===== src/rtl/biphase_tx_pkg.sv =====
package biphase_tx_pkg;
  localparam int FRAME_MAX = 16;
  localparam int FILL_W    = 4;
  localparam int PRE_BITS  = 5;
  localparam int CV_BITS   = 3;
  localparam int CLOSE_BITS = 3;
  localparam int LEN_A     = 12;
  localparam int LEN_B     = 16;
  localparam int LEN_ADDR  = 8;

  typedef enum logic [3:0] {
    ST_IDLE, ST_PRE, ST_CV, ST_ADDR, ST_FRAME, ST_FILL, ST_TAIL, ST_END, ST_HOLD
  } tx_state_e;
endpackage


===== src/rtl/biphase_half_tick.sv =====
module biphase_half_tick #(
  parameter int HALF_DIV = 8
) (
  input  logic clk_i,
  input  logic rst_ni,
  input  logic run_i,
  output logic tick_o
);
  localparam int DW = (HALF_DIV > 1) ? $clog2(HALF_DIV) : 1;

  logic [DW-1:0] div_q;

  always_ff @(posedge clk_i or negedge rst_ni) begin
    if (!rst_ni)                       div_q <= '0;
    else if (!run_i || tick_o)         div_q <= '0;
    else                               div_q <= div_q + DW'(1);
  end

  assign tick_o = run_i && (div_q == DW'(HALF_DIV - 1));
endmodule


===== src/rtl/biphase_frame_build.sv =====
module biphase_frame_build
  import biphase_tx_pkg::*;
(
  input  logic                 sel_addr_i,
  input  logic                 fmt_b_i,
  input  logic [7:0]           data_i,
  input  logic [2:0]           ctrl_i,
  input  logic [2:0]           addr_i,
  output logic [FRAME_MAX-1:0] frame_o,
  output logic [3:0]           last_idx_o
);
  logic [7:0] data_rev;

  for (genvar i = 0; i < 8; i++) begin : g_rev
    assign data_rev[i] = data_i[7-i];
  end

  // frames are left aligned, the MSB goes out first
  always_comb begin
    if (sel_addr_i) begin
      frame_o    = {1'b1, addr_i, 3'b000, ^{1'b1, addr_i}, 8'h00};
      last_idx_o = 4'(LEN_ADDR - 1);
    end else if (fmt_b_i) begin
      frame_o    = {1'b1, data_rev, ctrl_i[0], ctrl_i[1], ctrl_i[2],
                    ^{1'b1, data_i, ctrl_i}, 3'b000};
      last_idx_o = 4'(LEN_B - 1);
    end else begin
      frame_o    = {1'b1, data_i, ctrl_i[1:0], ^{1'b1, data_i, ctrl_i[1:0]}, 4'h0};
      last_idx_o = 4'(LEN_A - 1);
    end
  end
endmodule


===== src/rtl/biphase_msg_tx.sv =====
module biphase_msg_tx
  import biphase_tx_pkg::*;
#(
  parameter int HALF_DIV = 8,
  parameter int HOLD_W   = 4
) (
  input  logic              clk_i,
  input  logic              rst_ni,
  input  logic              start_i,
  input  logic [1:0]        mode_i,
  input  logic [FILL_W-1:0] fill_cnt_i,
  input  logic [HOLD_W-1:0] hold_cnt_i,
  input  logic [2:0]        addr_i,
  input  logic              word_valid_i,
  input  logic [7:0]        word_data_i,
  input  logic [2:0]        word_ctrl_i,
  input  logic              word_last_i,
  output logic              word_ready_o,
  output logic              line_o,
  output logic              busy_o
);
  localparam int CW = (HOLD_W > FILL_W) ? HOLD_W : FILL_W;

  tx_state_e            st_q, st_d;
  logic [CW-1:0]        cnt_q, cnt_d;
  logic                 half_q, half_d;
  logic [FRAME_MAX-1:0] shf_q, shf_d;
  logic [3:0]           len_q, len_d;
  logic                 last_q, last_d;
  logic                 fmt_b_q, fmt_b_d;
  logic                 addr_mode_q;
  logic [FILL_W-1:0]    fill_q;
  logic [HOLD_W-1:0]    hold_q;
  logic [2:0]           addr_q;
  logic                 line_q, line_d;
  logic                 half_tick;
  logic                 fetch, close;
  logic                 lvl;
  logic [FRAME_MAX-1:0] frm;
  logic [3:0]           frm_last;

  biphase_half_tick #(.HALF_DIV(HALF_DIV)) u_tick (
    .clk_i  (clk_i),
    .rst_ni (rst_ni),
    .run_i  (st_q != ST_IDLE),
    .tick_o (half_tick)
  );

  biphase_frame_build u_frame (
    .sel_addr_i (st_q == ST_CV && addr_mode_q),
    .fmt_b_i    (fmt_b_q),
    .data_i     (word_data_i),
    .ctrl_i     (word_ctrl_i),
    .addr_i     (addr_q),
    .frame_o    (frm),
    .last_idx_o (frm_last)
  );

  always_comb begin
    st_d    = st_q;
    cnt_d   = cnt_q;
    half_d  = half_q;
    shf_d   = shf_q;
    len_d   = len_q;
    last_d  = last_q;
    fmt_b_d = fmt_b_q;
    fetch   = 1'b0;
    close   = 1'b0;
    if (st_q == ST_IDLE) begin
      if (start_i) begin
        st_d    = ST_PRE;
        cnt_d   = '0;
        half_d  = 1'b0;
        fmt_b_d = mode_i[1];
      end
    end else if (half_tick) begin
      half_d = ~half_q;
      if (half_q) begin
        cnt_d = cnt_q + CW'(1);
        shf_d = {shf_q[FRAME_MAX-2:0], 1'b0};
        case (st_q)
          ST_PRE: if (cnt_q == CW'(PRE_BITS - 1)) begin
            st_d  = ST_CV;
            cnt_d = '0;
          end
          ST_CV: if (cnt_q == CW'(CV_BITS - 1)) begin
            if (addr_mode_q) begin
              st_d  = ST_ADDR;
              cnt_d = '0;
              shf_d = frm;
              len_d = frm_last;
            end else fetch = 1'b1;
          end
          ST_ADDR: if (cnt_q == CW'(len_q)) fetch = 1'b1;
          ST_FRAME: if (cnt_q == CW'(len_q)) begin
            if (last_q) close = 1'b1;
            else if (fmt_b_q && fill_q != '0) begin
              st_d  = ST_FILL;
              cnt_d = '0;
            end else fetch = 1'b1;
          end
          ST_FILL: if (cnt_q == CW'(fill_q) - CW'(1)) fetch = 1'b1;
          ST_TAIL, ST_END: if (cnt_q == CW'(CLOSE_BITS - 1)) begin
            if (hold_q != '0) begin
              st_d  = ST_HOLD;
              cnt_d = '0;
            end else st_d = ST_IDLE;
          end
          ST_HOLD: if (cnt_q == CW'(hold_q) - CW'(1)) st_d = ST_IDLE;
          default: st_d = ST_IDLE;
        endcase
        if (fetch) begin
          if (word_valid_i) begin
            st_d   = ST_FRAME;
            cnt_d  = '0;
            shf_d  = frm;
            len_d  = frm_last;
            last_d = word_last_i;
          end else close = 1'b1;
        end
        if (close) begin
          st_d  = fmt_b_q ? ST_TAIL : ST_END;
          cnt_d = '0;
        end
      end
    end
  end

  // level of the half-bit about to start, before polarity inversion
  always_comb begin
    case (st_d)
      ST_PRE:            lvl = half_d;
      ST_CV:             lvl = (cnt_d >= CW'(2)) || (cnt_d == CW'(1) && half_d);
      ST_ADDR, ST_FRAME: lvl = half_d ? shf_d[FRAME_MAX-1] : ~shf_d[FRAME_MAX-1];
      ST_FILL, ST_TAIL:  lvl = ~half_d;
      ST_END:            lvl = (cnt_d == '0) ? ~half_d : 1'b1;
      default:           lvl = 1'b0;
    endcase
    case (st_d)
      ST_IDLE: line_d = 1'b0;
      ST_HOLD: line_d = line_q;
      ST_END:  line_d = lvl;
      default: line_d = lvl ^ fmt_b_d;
    endcase
  end

  always_ff @(posedge clk_i or negedge rst_ni) begin
    if (!rst_ni) begin
      st_q        <= ST_IDLE;
      cnt_q       <= '0;
      half_q      <= 1'b0;
      shf_q       <= '0;
      len_q       <= '0;
      last_q      <= 1'b0;
      fmt_b_q     <= 1'b0;
      addr_mode_q <= 1'b0;
      fill_q      <= '0;
      hold_q      <= '0;
      addr_q      <= '0;
      line_q      <= 1'b0;
    end else begin
      st_q    <= st_d;
      cnt_q   <= cnt_d;
      half_q  <= half_d;
      shf_q   <= shf_d;
      len_q   <= len_d;
      last_q  <= last_d;
      fmt_b_q <= fmt_b_d;
      line_q  <= line_d;
      if (st_q == ST_IDLE && start_i) begin
        addr_mode_q <= (mode_i == 2'b01);
        fill_q      <= fill_cnt_i;
        hold_q      <= hold_cnt_i;
        addr_q      <= addr_i;
      end
    end
  end

  assign word_ready_o = fetch;
  assign line_o       = line_q;
  assign busy_o       = (st_q != ST_IDLE);
endmodule


===== config.mk =====
export PLATFORM = sky130hd
export DESIGN_NAME = biphase_msg_tx
export DESIGN_NICKNAME = d
export VERILOG_FILES = /design/src/rtl/biphase_tx_pkg.sv /design/src/rtl/biphase_half_tick.sv /design/src/rtl/biphase_frame_build.sv /design/src/rtl/biphase_msg_tx.sv
export SDC_FILE = /design/constraint.sdc
export NUM_CORES = 1
export LEC_CHECK = 0
export CELL_PAD_IN_SITES_DETAIL_PLACEMENT = 1
export CELL_PAD_IN_SITES_GLOBAL_PLACEMENT = 2
export CORE_ASPECT_RATIO = 1.75
export CORE_MARGIN = 2
export CORE_UTILIZATION = 36
export DETAILED_ROUTE_END_ITERATION = 7
export PLACE_DENSITY_LB_ADDON = 0.25
export SETUP_SLACK_MARGIN = 0.05
export SYNTH_ARGS = -nofsm -noshare
export SYNTH_HDL_FRONTEND = slang
export SYNTH_SLANG_ARGS = --single-unit

===== constraint.sdc =====
create_clock -name clk_i -period 3.26 [get_ports clk_i]
set_clock_uncertainty 0.1 [all_clocks]
set_input_delay 0.326 -clock clk_i [delete_from_list [all_inputs] [get_ports clk_i]]
set_output_delay 0.326 -clock clk_i [all_outputs]
set_load 0.02 [all_outputs]

# Yosys cells after proc, flatten, opt, wreduce, memory -nomap -nowiden
# Index checks and enable logic that the tools add are counted.
[totals]
wordCells = 154
out_inout_bits = 3
register_bits = 47
in_bits = 29
[classes]
n_lt_le_gt_ge = 1
reduce_logical = 23
addsub = 4
n_eq_ne = 24
bitwise = 5
n_mux = 83
[ops]
columns = ["cell", "n"]
rows = [
  ["two-way mux 4 bit", 37],
  ["two-way mux 16 bit", 9],
  ["== test 4 x 3 -> 1 bit, second input constant", 9],
  ["two-way mux 1 bit", 29],
  ["case mux 4 bit (6 select lines)", 1],
  ["== test 4 x 2 -> 1 bit, second input constant", 5],
  ["case mux 4 bit (4 select lines)", 1],
  ["two-way mux 15 bit", 1],
  ["== test 4 x 1 -> 1 bit, second input constant", 3],
  ["== test 4 bit", 3],
  ["logical NOT 4 bit", 3],
  ["nonzero test 4 bit", 3],
  ["XOR reduction 12 bit", 1],
  ["XOR reduction 11 bit", 1],
  ["== test 4 bit, second input constant", 2],
  ["OR reduction 2 bit", 4],
  ["subtractor 4 x 1 -> 4 bit, second input constant", 2],
  ["two-way mux 3 bit", 2],
  ["logical AND 1 bit", 5],
  ["case mux 1 bit (5 select lines)", 1],
  ["AND reduction 5 bit", 1],
  ["adder 4 x 1 -> 4 bit, second input constant", 1],
  [">= comparator 4 x 2 -> 1 bit, second input constant", 1],
  ["NOT 1 bit", 4],
  ["other kinds (10)", 11],
]

# Longest topological paths before layout
[depth]
ltp_word = 23
mapped_depth = 14
depth_no_buf = 14

# Modules after synthesis
# From an unflattened synthesis, not the netlist that was laid out.
[unflattened]
cells_unflattened = 358
hier_area_um2 = 3393.3
[by_module_without_submodules]
columns = ["module", "cells_per_inst", "area_per_inst_um2", "seq_area_each_um2", "instances"]
rows = [
  ["biphase_msg_tx", 296, 2879.0, 1101.1, 1],
  ["biphase_frame_build", 53, 376.6, 0.0, 1],
  ["biphase_half_tick", 9, 137.6, 75.1, 1],
]

# Worst setup path after synthesis
# No wires, ideal clock.
[synth_timing]
path_type = "register to register"
startpoint = "reg cnt_q[0]"
endpoint = "reg line_q (netlist: line_o)"
arrival_time_ns = 2.668
path_slack_ns = 0.368
path_stages_with_launch = 15
setup_time_ns = 0.124
n_path_buf = 1
required_time_ns = 3.036
synth_period_minus_slack_ns = 2.892
path_cell_list = "dfrtp_1 > buf_6 > inv_1 > ha_1 > nor3b_2 > nand3b_1 > and3_4 > nor2_2 > nor2b_2 > inv_2 > a211oi_1 > a311o_1 > o31ai_1 > o21bai_1 > a211o_1"
[synth_between]
word_cells_on_any_way = 78
cone_classes = "1 x add/sub; 1 x order compare; 14 x eq/ne; 54 x mux; 2 x bitwise; 6 x reduce/logical"
[synth_rtl]
columns = ["item", "line_no", "text"]
rows = [
  ["from (decl)", "biphase_msg_tx.sv:25", "logic [CW-1:0] cnt_q, cnt_d;"],
  ["from (signal assigned)", "biphase_msg_tx.sv:163", "cnt_q <= cnt_d;"],
  ["== test 4 bit, or another cell as far along", "biphase_msg_tx.sv:102", "ST_FILL: if (cnt_q == CW'(fill_q) - CW'(1)) fetch = 1'b1;"],
  ["two-way mux 1 bit (on tied branches)", "n/a", ""],
  ["case mux 1 bit (4 select lines)", "biphase_msg_tx.sv:81", "case (st_q)"],
  ["two-way mux 1 bit", "biphase_msg_tx.sv:78", "if (half_q) begin"],
  ["two-way mux 1 bit", "biphase_msg_tx.sv:76", "end else if (half_tick) begin"],
  ["two-way mux 1 bit", "biphase_msg_tx.sv:69", "if (st_q == ST_IDLE) begin"],
  ["two-way mux 1 bit", "biphase_msg_tx.sv:112", "if (fetch) begin"],
  ["two-way mux 1 bit", "biphase_msg_tx.sv:78", ""],
  ["[4 not listed]", "n/a", ""],
  ["two-way mux 4 bit *", "biphase_msg_tx.sv:76", ""],
  ["two-way mux 4 bit *", "biphase_msg_tx.sv:69", ""],
  ["named net st_d[2]", "biphase_msg_tx.sv:24", "tx_state_e st_q, st_d;"],
  ["== test 4 x 3 -> 1 bit or == test 4 x 2 -> 1 bit (tied branches)", "biphase_msg_tx.sv:131", "case (st_d)"],
  ["OR reduction 2 bit", "biphase_msg_tx.sv:131", ""],
  ["case mux 1 bit (5 select lines)", "biphase_msg_tx.sv:131", ""],
  ["XOR 1 bit", "biphase_msg_tx.sv:143", "default: line_d = lvl ^ fmt_b_d;"],
  ["case mux 1 bit (3 select lines)", "biphase_msg_tx.sv:139", "case (st_d)"],
  ["to (signal assigned)", "biphase_msg_tx.sv:169", "line_q <= line_d;"],
  ["to (decl)", "biphase_msg_tx.sv:35", "logic line_q, line_d;"],
]
# Mark *: on every way through the listed nets, which the timed path passes. The rest lies on a longest branch. The select of a mux whose other input is x is not followed.
# A chain may end at the register's enable or synchronous reset.

# Final worst setup path
# Same ends and word-level chain as after synthesis.

==> results.ini <==
[detailed_routing]
dr.pass1.iters=4
via_count_normalized_by_instance_count=5.584
postRouteWirelength_um=8984
routed_wire_length_per_instance_um=18.95
drt_iter0_markers=55
vias_after_detailed_routing=2647
drt_drc_violations_left=0
final_antenna_net_count=0

[setup_path]
worst_setup_path_start_kind=flip-flop
worst_r2r_startpoint=cnt_q[0]
setup.reg_to_reg.worst_slack_ns=0.18
worstReg2RegEnd=line_o
criticalPathCategory=reg2reg
rr_worst_depth=13
worstPathArrival_ns=3.16
required_time_at_the_endpoint_of_the_critical_path_ns=3.34
critical_path_peak_fanout=6
critPathCaptureType=flip-flop

[sta]
finalWorstPathRequiredPeriod_ns=3.076
max_clock_freq_ghz=0.3251
drv_slew=0
slew-limit-headroom=0.3273
layout_worst_path_cycle_share=0.9437
rsz0062_at_grt=false
hold_viol_final=0
setup-violations-final=0
max_slew.worst_pin.slew_ns=1.009

[hold_path]
hold_path.class=in2async

[yosys]
ys_async_sr_fraction=1.000
syn-mean-instance-area_um2=9.411
yosys_register_bits=44
summed_instance_area_of_the_synthesized_netlist_um2=3030
ys_seq_area_frac=0.3633
synthesis.nets=360
syn_inst=322
ys_types=60
ys_warn_count=0
synth_enable_flop_cells=0
postSynth.topFlopCell=sky130_fd_sc_hd__dfrtp_1

[clock_tree]
worst_skew_pair.late_latency_ns=0.30
cts_made_buffers=5
cts-root-buf=sky130_fd_sc_hd__clkbuf_16
clock_sinks=44
cts_max_level=2
hold_buffers=0
max-clock-path-buffers=2
cts_tree=done
clkTransAtPathRegs_ns=0.06

[cells_and_area]
finish.net_count=420
design_area_um2=3929
finalCoreUtilization=0.4758
antenna_cells_inserted=0
ratio_of_cells_with_drive_above_1_in_the_final_layout=0.2696
layout-area-overhead-vs-synth_pct=29.65

[placement]
numPortBuffers=31
placed_area_um2=3550
place.detailed.hpwl_um=6958
gpl.final_weighted_congestion=0.8091

[floorplan]
die_height_um=125.4
placeableCoreArea_um2=8258
die_w_um=73.36
effective_utilization_at_floorplan=0.3670
fp-row-count=44
die_area_um2=9197
floorplan.io_pins=32

[grt]
groute.usage.overall=0.2123
grt_first_pass_wirelength_um=14860
maximum_number_of_pins_on_one_net_before_global_route_repair=45
global_route_overflow=0
number_of_antenna_violations_at_the_first_check_in_global_routing=0
via_count_of_the_first_global_routing_pass=2925

[run]
drv_cap=0

[outcome]
run_status=finished clean

[pwr]
power_per_cell_area_nw_per_um2=717.6
peakVddDrop_mv=0.3377
leakage_uw=0.001629

==> cell usage after synthesis, types with 4 or more instances <==
| master | number | area (um2) |
|---|---|---|
| sky130_fd_sc_hd__xnor2_1 | 21 | 183.9 |
| sky130_fd_sc_hd__a21oi_1 | 13 | 65.06 |
| sky130_fd_sc_hd__nor3b_1 | 6 | 45.04 |
| sky130_fd_sc_hd__a211oi_1 | 9 | 67.56 |
| sky130_fd_sc_hd__nand3_1 | 9 | 45.04 |
| sky130_fd_sc_hd__mux2i_1 | 12 | 120.1 |
| sky130_fd_sc_hd__inv_1 | 12 | 45.04 |
| sky130_fd_sc_hd__clkbuf_1 | 8 | 30.03 |
| sky130_fd_sc_hd__ha_1 | 9 | 112.6 |
| sky130_fd_sc_hd__mux2_2 | 12 | 135.1 |
| sky130_fd_sc_hd__nand2b_1 | 6 | 37.54 |
| sky130_fd_sc_hd__xor2_1 | 7 | 61.31 |
| sky130_fd_sc_hd__nor2_1 | 14 | 52.55 |
| sky130_fd_sc_hd__o211ai_1 | 6 | 45.04 |
| sky130_fd_sc_hd__nand2_1 | 27 | 101.4 |
| sky130_fd_sc_hd__nor3_1 | 13 | 65.06 |
| sky130_fd_sc_hd__dfrtp_1 | 44 | 1101 |
| sky130_fd_sc_hd__o21ai_0 | 18 | 90.09 |
| sky130_fd_sc_hd__inv_2 | 4 | 15.01 |
| sky130_fd_sc_hd__o31ai_1 | 4 | 30.03 |
==> stage by stage <==
stage / TNS, ns / setup WS (ns) / total power (uW) / cells / hold slack (ns)
after floorplan: 0 / 0.3682 / 1704 / 322 / -0.06959
after global placement: -0.006718 / -0.006718 / 2079 / 455 / 0.3353
after detailed placement: -0.01299 / -0.01299 / 2119 / 455 / 0.3375
after CTS: 0 / 0.05257 / 2667 / 462 / 0.1488
after global routing: 0 / 0.03816 / 3035 / 474 / 0.1884
final: 0 / 0.1836 / 2819 / 474 / 0.1002
==> power by group <==
part / internal [uW] / leakage, uW / total (uW) / switching [uW]
sequential: 701 / 0.000534 / 865 / 164
combinational: 690 / 0.00102 / 1420 / 732
clock: 322 / 0.0000760 / 532 / 210
total: 1710 / 0.00163 / 2820 / 1110
==> layout make-up <==
type	instances	area [um2]
clock buffer	7	152.6
multi-input combinational	246	1902
sequential	44	1109
inverter	16	60.06
timing repair buffer	69	590.6
fill	935	4329
tap	92	115.1
==> per-layer routing <==
metal | track usage | part of all wire
met5 | 0 | 0
met3 | 0.01934 | 0.013
met4 | 0.08556 | 0.030
met1 | 0.2155 | 0.36
met2 | 0.4181 | 0.60
==> state kept, by name, indices dropped and copies added (netlist names) <==
signal and count:
addr_mode_q 1, addr_q 3, cnt_q 4, fill_q 4
fmt_b_q 1, half_q 1, hold_q 4, last_q 1
len_q 4, line_o 1, shf_q 13, st_q 4
u_tick.div_q 3
==> layout by cell type, fill, tap and decap left out, drive strengths merged, types with 2 or more instances in the layout <==
cell and instances:
a211o 3, a211oi 10, a21oi 14, a31oi 2, and2 3, and3 4
buf 39, clkbuf 7, clkdlybuf4s50 30, dfrtp 44, ha 9, inv 16
mux2 12, mux2i 12, nand2 27, nand2b 6, nand3 10, nand3b 3
nor2 16, nor2b 3, nor3 13, nor3b 7, nor4 4, nor4b 3
o211ai 6, o21a 2, o21ai 20, o22a 2, o22ai 3, o31a 2
o31ai 4, or2 4, xnor2 21, xor2 7
==> critical path: stages, from the launching register on <==
cell	delay, ns
sky130_fd_sc_hd__dfrtp_2	0.43
sky130_fd_sc_hd__buf_4	0.17
sky130_fd_sc_hd__nand2b_1	0.08
sky130_fd_sc_hd__and3b_1	0.20
sky130_fd_sc_hd__o311ai_4	0.41
sky130_fd_sc_hd__buf_4	0.18
sky130_fd_sc_hd__a31oi_2	0.10
sky130_fd_sc_hd__a211oi_4	0.36
sky130_fd_sc_hd__inv_2	0.12
sky130_fd_sc_hd__buf_4	0.16
sky130_fd_sc_hd__o211ai_1	0.09
sky130_fd_sc_hd__a21oi_2	0.10
sky130_fd_sc_hd__o21bai_1	0.16
sky130_fd_sc_hd__a211o_1	0.28
==> cells by family after synthesis <==
| kind of cell | synth area share |
|---|---|
| buffers and inverters | 0.05161 |
| multiplexers | 0.08423 |
| AND/OR/NAND/NOR | 0.2122 |
| adder cells (fa/ha/maj) | 0.03716 |
| AO/OA/AOI/OAI | 0.1705 |
| XOR/XNOR | 0.08093 |
| flip-flops | 0.3633 |
==> how the worst max path moves through the flow <==
stage	start	endpoint	slack (ns)	cells past startpoint
finish	cnt_q[0]	line_o	0.18	13
global placement	cnt_q[0]	line_o	-0.007	12
detailed placement	cnt_q[0]	line_o	-0.01	13
CTS	fill_q[0]	line_o	0.05	13
global route	cnt_q[0]	line_o	0.04	12
floorplan	cnt_q[0]	line_o	0.37	14
==> timing repair <==
item | in CTS | in global routing
setup buffers | 0 | 12
gates resized for setup | 3 | 27
pin swaps | 0 | 14
endpoints found under the setup margin | 2 | 2
Power figures use the tool's default switching activity.
